$ cat src/rtl/doorbell_dispatch.sv
module doorbell_dispatch #(
  parameter int N_CPU = 4,
  parameter int TAG_W = 14,
  parameter int IDX_W = (N_CPU > 1) ? $clog2(N_CPU) : 1
) (
  input  logic             clk,
  input  logic             rst_n,
  input  logic             snd_valid,
  input  logic [31:0]      snd_op,
  input  logic             clr_valid,
  input  logic [IDX_W-1:0] clr_src,
  input  logic [31:0]      clr_op,
  input  logic             id_we,
  input  logic [IDX_W-1:0] id_sel,
  input  logic [TAG_W-1:0] id_wdata,
  output logic [N_CPU-1:0] pend_norm,
  output logic [N_CPU-1:0] pend_crit,
  output logic [N_CPU-1:0] hard_irq
);
  localparam logic [4:0] KIND_NORM = 5'd0;
  localparam logic [4:0] KIND_CRIT = 5'd1;

  logic [TAG_W-1:0] cpu_id [N_CPU];
  logic [N_CPU-1:0] hit;
  logic [N_CPU-1:0] src_1h;

  wire snd_norm = snd_valid && (snd_op[31:27] == KIND_NORM);
  wire snd_crit = snd_valid && (snd_op[31:27] == KIND_CRIT);
  wire clr_norm = clr_valid && (clr_op[31:27] == KIND_NORM);
  wire clr_crit = clr_valid && (clr_op[31:27] == KIND_CRIT);
  wire bcast    = snd_op[26];
  wire [TAG_W-1:0] tag = snd_op[TAG_W-1:0];

  for (genvar i = 0; i < N_CPU; i++) begin : g_cpu
    assign hit[i]    = bcast || (cpu_id[i] == tag);
    assign src_1h[i] = (clr_src == IDX_W'(i));

    always_ff @(posedge clk) begin
      if (!rst_n)
        cpu_id[i] <= TAG_W'(i);
      else if (id_we && id_sel == IDX_W'(i))
        cpu_id[i] <= id_wdata;
    end
  end

  wire [N_CPU-1:0] set_norm = snd_norm ? hit : '0;
  wire [N_CPU-1:0] set_crit = snd_crit ? hit : '0;
  wire [N_CPU-1:0] kill_norm = clr_norm ? src_1h : '0;
  wire [N_CPU-1:0] kill_crit = clr_crit ? src_1h : '0;

  always_ff @(posedge clk) begin
    if (!rst_n) begin
      pend_norm <= '0;
      pend_crit <= '0;
      hard_irq  <= '0;
    end else begin
      pend_norm <= (pend_norm & ~kill_norm) | set_norm;
      pend_crit <= (pend_crit & ~kill_crit) | set_crit;
      hard_irq  <= set_norm | set_crit;
    end
  end
endmodule

$ cat config.mk
export PLATFORM = sky130hd
export DESIGN_NAME = doorbell_dispatch
export DESIGN_NICKNAME = d
export VERILOG_FILES = /design/src/rtl/doorbell_dispatch.sv
export SDC_FILE = /design/constraint.sdc
export NUM_CORES = 1
export LEC_CHECK = 0
export ABC_CLOCK_PERIOD_IN_PS = 2150
export BUFFER_PORTS_ARGS = -buffer_cell sky130_fd_sc_hd__buf_2
export CAP_MARGIN = 20
export CORE_MARGIN = 3
export CORE_UTILIZATION = 47
export DETAILED_ROUTE_END_ITERATION = 6
export HOLD_SLACK_MARGIN = 0.02
export PLACE_DENSITY = 0.76
export SLEW_MARGIN = 20
export SYNTH_ARGS = -nofsm -noshare
export SYNTH_HDL_FRONTEND = slang
export SYNTH_SLANG_ARGS = --single-unit
export TNS_END_PERCENT = 10
$ cat constraint.sdc
create_clock -name clk -period 2.15 [get_ports clk]
set_clock_uncertainty 0.1 [all_clocks]
set_input_delay 0.3225 -clock clk [delete_from_list [all_inputs] [get_ports clk]]
set_output_delay 0.3225 -clock clk [all_outputs]
set_load 0.02 [all_outputs]
==> key figures, run 1 <==
Worst setup path
  – CP arrival: 1.87 ns
  – WS Path Type: reg2reg
  – Crit path largest cell delay: 0.59 ns
  – Worst path required time: 2.31 ns
  – CP cell instances: xor2_1 -> nor4_1 -> nand4_1 -> a21oi_1
  – CP max stage cell: nor4_1
  – Critical path fanouts, max: 3
  – CP endpoint kind: flip-flop
  – CP Launch Type: flip-flop
  – Worst reg2reg setup slack: 0.45 ns

Power and ir drop
  – Static Leak: 1.562 nW
  – Peak supply drop: 0.3892 mV
  – Power Dens Cells: 700.2 nW/um2

Place
  – DP Wirelength: 5100 um
  – Setup WS pre-CTS: 0.3437 ns
  – # port buffers: 59
  – Placed cell area: 3860 um2
  – GP Congestion: 0.8596

Floorplan
  – Floorplan die height: 90.77 um
  – Initial core utilization: 49.16%
  – Core Box Area: 6869 um2
  – Chip Width: 90.77 um
  – Row count: 30
  – I/O pin count: 99
  – Die area: 8238 um2

CTS
  – Clock slew at reported path FFs: 0.07 ns
  – Htree depth: 3
  – Post-CTS sizing: 0
  – Clk sinks: 68
  – CTS tree: yes
  – Post-CTS setup buffers: 0
  – Clock buffer depth: 2
  – Clock root cell: clkbuf_8
  – Clk Latency, worst-skew pair: 0.33 ns
  – CTS Hold Bufs: 0
  – Total CTS buffers: 9

Drt
  – Drt pass-1 iters: 4
  – Top layer in use: met4
  – Routed wl met3: 527 um
  – Post-DRT Antenna Nets: 0
  – DRT met1 WL: 2898 um
  – Routed met2 length: 3063 um
  – Total wire length: 6657 um
  – Via density: 5.117
  – Iter 0 DRT Violations: 96
  – DR WL/cell: 14.66 um
  – DRC: 0
  – DR vias: 2323

Global route
  – First-pass GRT wire length: 10870 um
  – Pin count of the biggest net entering global routing: 15
  – Vias in the first global route: 2326
  – GRT Total Usage: 17.13%
  – Antenna violations before repair: 0
  – Total gr overflow: 0

Timing
  – RSZ-0062 raised after global routing: false
  – Fmax: 587.1 MHz
  – Normalized max-slew margin: 56.86%
  – Setup slack after layout: 0.4468 ns
  – Worst-Margin Slew: 0.6413 ns
  – Final Critical Period: 1.703 ns
  – Final Hold Vio Count: 0
  – Period utilization: 79.22%
  – Setup TNS: 0 ns
  – Final Setup Violations: 0
  – Max-slew violations: 0

Finish
  – # fillers: 556
  – Area Growth Syn to Fin: 19.71%
  – Final nets: 440
  – Fin util: 58.85%
  – Multi-input gate area in the final layout: 1425 um2
  – Finished Cell Area: 4043 um2
  – Register area: 1922 um2
  – Share of cells above drive strength 1: 26.26%
  – Antenna diodes: 0

Synthesis
  – Yosys cell types: 26
  – Syn Area/Cell: 12.19 um2
  – Seq/Total Area, Yosys: 56.91%
  – Post-synthesis instance area: 3377 um2
  – Yosys top cell by area: edfxtp_1
  – Synth top area cells: edfxtp_1 (50%), xor2_1 (15%), and2_1 (9.6%), dfxtp_1 (7.1%), nor4_1 (2.8%)
  – Synthesized netlist cell count: 277
  – Syn_nets: 364
  – Yosys top cell area share: 49.80%
  – Yosys warns: 0
  – #FFs+latches synth: 68

Hold path
  – HP Class: in2reg

Flow run
  – MaxCap Viol Count: 0

Status
  – Status: finished, final reports clean
[worst paths after layout]
check / startpoint / endpoint / cells after the start
hold / removal: id_wdata[0] / cpu_id[1][0]$_SDFFCE_PN1P_ / 2
hold reg to reg: pend_crit[3]$_SDFF_PN0_ / pend_crit[3]$_SDFF_PN0_ / 2
setup / recovery: cpu_id[1][1]$_SDFFCE_PN0P_ / pend_norm[1]$_SDFF_PN0_ / 4
setup reg to reg: cpu_id[1][1]$_SDFFCE_PN0P_ / pend_norm[1]$_SDFF_PN0_ / 4
[power by group]
group          internal (W)  leakage [nW]  switching, W
Sequential          0.00151         0.648     0.0000357
Clock              0.000524        0.0911      0.000443
Combinational      0.000130         0.824      0.000189
Total               0.00216          1.56      0.000668
[worst max-delay path: cells and delay by family (launching register included)]
kind            cells  cell delay [ns]
compound gates      1             0.16
simple gates        2             0.81
flops               1             0.39
xor+xnor            1             0.17
[per-stage QoR]
step	total power (W)	std cells	hold WS (ns)
6_report	0.002831	454	0.1845
4_1_cts	0.002863	454	0.1591
3_5_place_dp	0.001895	438	0.4475
5_1_grt	0.002953	454	0.1766
2_1_floorplan	0.001745	277	0.4018
3_3_place_gp	0.001881	438	0.4428
[layout by cell type, fill, tap and decap left out]
cell type,synthesis,layout
nor4b_1,1,1
nor2_1,14,14
nand2_1,9,9
o21ai_1,0,4
inv_1,2,2
edfxtp_1,56,56
clkbuf_8,0,9
clkinv_2,0,2
and4b_1,1,1
clkbuf_1,6,1
nor4_1,15,15
nor4_2,7,7
or4_4,1,1
and2_1,52,52
a21oi_1,8,8
or3b_1,2,2
a41oi_1,4,4
or3_1,4,4
nor4b_2,1,1
clkinvlp_4,0,1
or4b_4,1,1
buf_2,0,59
nand4_1,8,8
bufinv_16,0,1
dfxtp_1,12,12
buf_4,0,12
a22oi_1,8,8
nand3b_1,1,1
nand3_1,1,1
clkinv_1,0,2
nand2b_1,2,2
nor4bb_1,1,1
xor2_1,56,56
[layer usage]
metal	global-route usage (%)	up-vias
met5	0	-
met2	26.81	94
li1	-	1156
met3	5.333	15
met1	21.08	1058
met4	9.311	0
[registers in the layout (all words and copies together), names as in the netlist]
name / count
cpu_id: 56
hard_irq: 4
pend_crit: 4
pend_norm: 4
[final cells by class]
type / count / share of cell area (%)
well taps: 96 / 2.971
clock inverters: 6 / 1.362
repair buffers: 71 / 9.533
inverters: 2 / 0.1857
multi-input cells: 201 / 35.25
flip-flops and latches: 68 / 47.54
clock buffers: 10 / 3.157
[synthesized netlist by cell type (all sizes together)]
master	n
a21oi	8
a22oi	8
a41oi	4
and2	52
and4b	1
clkbuf	6
dfxtp	12
edfxtp	56
inv	2
nand2	9
nand2b	2
nand3	1
nand3b	1
nand4	8
nor2	14
nor4	22
nor4b	2
nor4bb	1
o21ai	4
or3	4
or3b	2
or4	1
or4b	1
xor2	56
[cells by family after synthesis]
kind of cell,after synthesis,share of synthesized area (%)
buf+inv,8,0.8893
xor+xnor,56,14.52
simple gates,121,23.08
compound gates,24,4.594
flops,68,56.91
Power figures use the tool's default switching activity.
==> run 2, diff against run 1 <==
--- a/config.mk
+++ b/config.mk
@@ -5,7 +5,8 @@
 export SDC_FILE = /design/constraint.sdc
 export NUM_CORES = 1
 export LEC_CHECK = 0
-export ABC_CLOCK_PERIOD_IN_PS = 2150
+export ABC_AREA = 1
+export ABC_CLOCK_PERIOD_IN_PS = 1500
 export BUFFER_PORTS_ARGS = -buffer_cell sky130_fd_sc_hd__buf_2
 export CAP_MARGIN = 20
 export CORE_MARGIN = 3
==> constraint.sdc (replaced) <==
create_clock -name clk -period 1.5 [get_ports clk]
set_clock_uncertainty 0.1 [all_clocks]
set_input_delay 0.225 -clock clk [delete_from_list [all_inputs] [get_ports clk]]
set_output_delay 0.225 -clock clk [all_outputs]
set_load 0.02 [all_outputs]
==> run 2 against run 1 <==
Via count up 31%. Combinational power up 73%. Die area up 6.4%. Largest cell class unchanged.
==> key figures, run 2 <==
Power and ir drop
  – Static Leak: 2.198 nW (was 1.562 nW)
  – Peak supply drop: 0.7443 mV (was 0.3892 mV)
  – Design Power: 0.004373 W (was 0.002831 W)
  – Power Dens Cells: 1008 nW/um2 (was 700.2 nW/um2)

CTS
  – Clock slew at reported path FFs: 0.07 ns (about the same)
  – Clock root cell: clkbuf_8 (unchanged)
  – Clock buffer depth: 2 (unchanged)
  – Clk sinks: 68 (unchanged)
  – CTS tree: yes (unchanged)
  – CTS Hold Bufs: 0 (unchanged)
  – Htree depth: 3 (unchanged)
  – Clk Latency, worst-skew pair: 0.34 ns (was 0.33 ns)
  – Post-CTS setup buffers: 0 (unchanged)
  – Total CTS buffers: 9 (unchanged)

Timing
  – Setup slack after layout: 0.09984 ns (was 0.4468 ns)
  – Worst-Margin Slew: 0.3787 ns (was 0.6413 ns)
  – Normalized max-slew margin: 74.72% (was 56.86%)
  – Period utilization: 93.34% (was 79.22%)
  – Final Critical Period: 1.400 ns (was 1.703 ns)
  – Final Hold Vio Count: 0 (unchanged)
  – Fmax: 714.2 MHz (was 587.1 MHz)
  – Max-slew violations: 0 (unchanged)
  – Hold slack final: 0.1012 ns (was 0.1845 ns)
  – Final Setup Violations: 0 (unchanged)
  – RSZ-0062 raised after global routing: true (was false)
  – Setup TNS: 0 ns (unchanged)

Worst setup path
  – CP endpoint kind: flip-flop (unchanged)
  – FF-to-FF path depth: 9 (was 4)
  – Worst path required time: 1.68 ns (was 2.31 ns)
  – CP Launch Type: flip-flop (unchanged)
  – WS Path Type: reg2reg (unchanged)
  – Crit path to: pend_crit[2]$_SDFF_PN0_ (was pend_norm[1]$_SDFF_PN0_)
  – Worst Setup SP: cpu_id[2][6]$_SDFFCE_PN0P_ (was cpu_id[1][1]$_SDFFCE_PN0P_)
  – CP arrival: 1.58 ns (was 1.87 ns)
  – Worst reg2reg setup slack: 0.1 ns (was 0.45 ns)
  – Launching point of the worst reg2reg path: cpu_id[2][6]$_SDFFCE_PN0P_ (was cpu_id[1][1]$_SDFFCE_PN0P_)
  – R2r endpoint: pend_crit[2]$_SDFF_PN0_ (was pend_norm[1]$_SDFF_PN0_)
  – Critical path fanouts, max: 3 (unchanged)

Finish
  – Antenna diodes: 0 (unchanged)
  – Area Growth Syn to Fin: 20.22% (was 19.71%)
  – # fillers: 630 (was 556)
  – Max reg flops: 56 (unchanged)
  – Biggest register: cpu_id (unchanged)
  – Fin util: 59.16% (was 58.85%)
  – Commonest non-fill, non-tap cell in the layout: nand2_1 (was buf_2)
  – Final nets: 637 (was 440)
  – Most frequent cells in the layout: nand2_1 (183), nor2_1 (87), inv_1 (66) (was buf_2 (59), xor2_1 (56), edfxtp_1 (56))
  – Share of cells above drive strength 1: 21.26% (was 26.26%)

Status
  – Status: finished, final reports clean (unchanged)

Synthesis
  – #FFs+latches synth: 68 (unchanged)
  – Yosys warns: 0 (unchanged)
  – Most frequent cell after synthesis: nand2_1
  – Synth top area cells: edfxtp_1 (47%), nand2_1 (19%), nor2_1 (9.5%), inv_1 (6.9%), dfxtp_1 (6.7%) (was edfxtp_1 (50%), xor2_1 (15%), and2_1 (9.6%), dfxtp_1 (7.1%), nor4_1 (2.8%))
  – Post-synthesis instance area: 3607 um2 (was 3377 um2)
  – Syn Area/Cell: 7.499 um2 (was 12.19 um2)
  – Syn_nets: 568 (was 364)
  – Synth top cells by count: nand2_1 (184), nor2_1 (91), inv_1 (66) (was edfxtp_1 (56), xor2_1 (56), and2_1 (52))
  – Ys async rst share: 0% (unchanged)
  – Yosys cell types: 22 (was 26)
  – Seq/Total Area, Yosys: 53.28% (was 56.91%)
  – Synthesized netlist cell count: 481 (was 277)
  – Yosys top cell by area: edfxtp_1 (unchanged)
  – Synth Flop Type: edfxtp_1 (unchanged)
  – Post-synth EDFFs: 56 (unchanged)
  – Yosys top cell area share: 46.62% (was 49.80%)

Hold path
  – HP Class: in2reg (unchanged)

Floorplan
  – Die area: 8762 um2 (was 8238 um2)
  – Core Box Area: 7331 um2 (was 6869 um2)
  – I/O pin count: 99 (unchanged)
  – Floorplan die height: 93.61 um (was 90.77 um)
  – Initial core utilization: 49.21% (was 49.16%)
  – Row count: 31 (was 30)
  – Chip Width: 93.61 um (was 90.77 um)

Global route
  – Vias in the first global route: 2904 (was 2326)
  – GRT Total Usage: 19.19% (was 17.13%)
  – Total gr overflow: 0 (unchanged)
  – Antenna violations before repair: 0 (unchanged)
  – Pin count of the biggest net entering global routing: 15 (unchanged)
  – First-pass GRT wire length: 12610 um (was 10870 um)

Drt
  – Post-DRT Antenna Nets: 0 (unchanged)
  – Total wire length: 7927 um (was 6657 um)
  – DR vias: 3049 (was 2323)
  – DRC: 0 (unchanged)
  – Via density: 4.662 (was 5.117)
  – Drt pass-1 iters: 5 (was 4)
  – DR WL/cell: 12.12 um (was 14.66 um)
  – Iter 0 DRT Violations: 203 (was 96)

Flow run
  – MaxCap Viol Count: 0 (unchanged)

Place
  – GP Congestion: 0.8253 (was 0.8596)
  – # port buffers: 59 (unchanged)
  – DP Wirelength: 5738 um (was 5100 um)
  – Setup WS pre-CTS: 0.08435 ns (was 0.3437 ns)
-- run 2: area by class of cell --
cell class	instances	area (um2)	area share (%)
clock inverter	3	22.52	0.5193
inverter	87	326.6	7.530
tap	99	123.9	2.856
sequential	68	1922	44.32
clock buffer	13	201.4	4.645
multi-input combinational	319	1350	31.13
timing repair buffer	65	390.4	9.002
-- run 2: cell families after synthesis --
| logic type | synth area share, % |
|---|---|
| compound gates | 2.983 |
| xor+xnor | 1.942 |
| buf+inv | 9.885 |
| flops | 53.28 |
| simple gates | 31.91 |
-- run 2: how the worst min path moves through the flow --
stage | start | to | slack (ns) | cells past startpoint
floorplan | rst_n | pend_crit[3]$_SDFF_PN0_ | 0.29 | 2
global placement | pend_crit[2]$_SDFF_PN0_ | pend_crit[2]$_SDFF_PN0_ | 0.36 | 2
detailed placement | pend_crit[1]$_SDFF_PN0_ | pend_crit[1]$_SDFF_PN0_ | 0.37 | 2
CTS | id_wdata[0] | cpu_id[3][0]$_SDFFCE_PN1P_ | 0.09 | 3
global route | id_wdata[0] | cpu_id[3][0]$_SDFFCE_PN1P_ | 0.11 | 3
finish | id_wdata[0] | cpu_id[3][0]$_SDFFCE_PN1P_ | 0.10 | 3
-- run 2: report_power, final --
part | internal [W] | switching [W]
logic | 0.000211 | 0.000341
clock network | 0.000899 | 0.000703
registers | 0.00216 | 0.0000560
-- run 2: routing by layer --
layer | global-route usage [%] | wire, um
met5 | 0 | 0
met4 | 7.822 | 140
met1 | 21.21 | 2995
met2 | 35.85 | 4179
met3 | 3.620 | 612
-- run 2: per-stage QoR --
stage / cell area, um2 / cells
2_1_floorplan: 3612 / 481
3_3_place_gp: 4096 / 638
3_5_place_dp: 4096 / 638
4_1_cts: 4320 / 654
5_1_grt: 4337 / 654
6_report: 4337 / 654
-- run 2: timing repair --
action                                  4_1_cts  5_1_grt
endpoints found under the setup margin        0        7
gates resized for setup                       0        6
endpoints found under the hold margin         0        0
-- run 2: worst max-delay path, cell delays in order, from the launching register on --
cell and delay [ns]:
edfxtp_1 0.39, nand2_1 0.07, nand2_1 0.06, nor2_1 0.12, nand2_1 0.09, nor2_1 0.13
nand2_1 0.08, nand2_2 0.10, nand2_2 0.06, a21oi_2 0.14
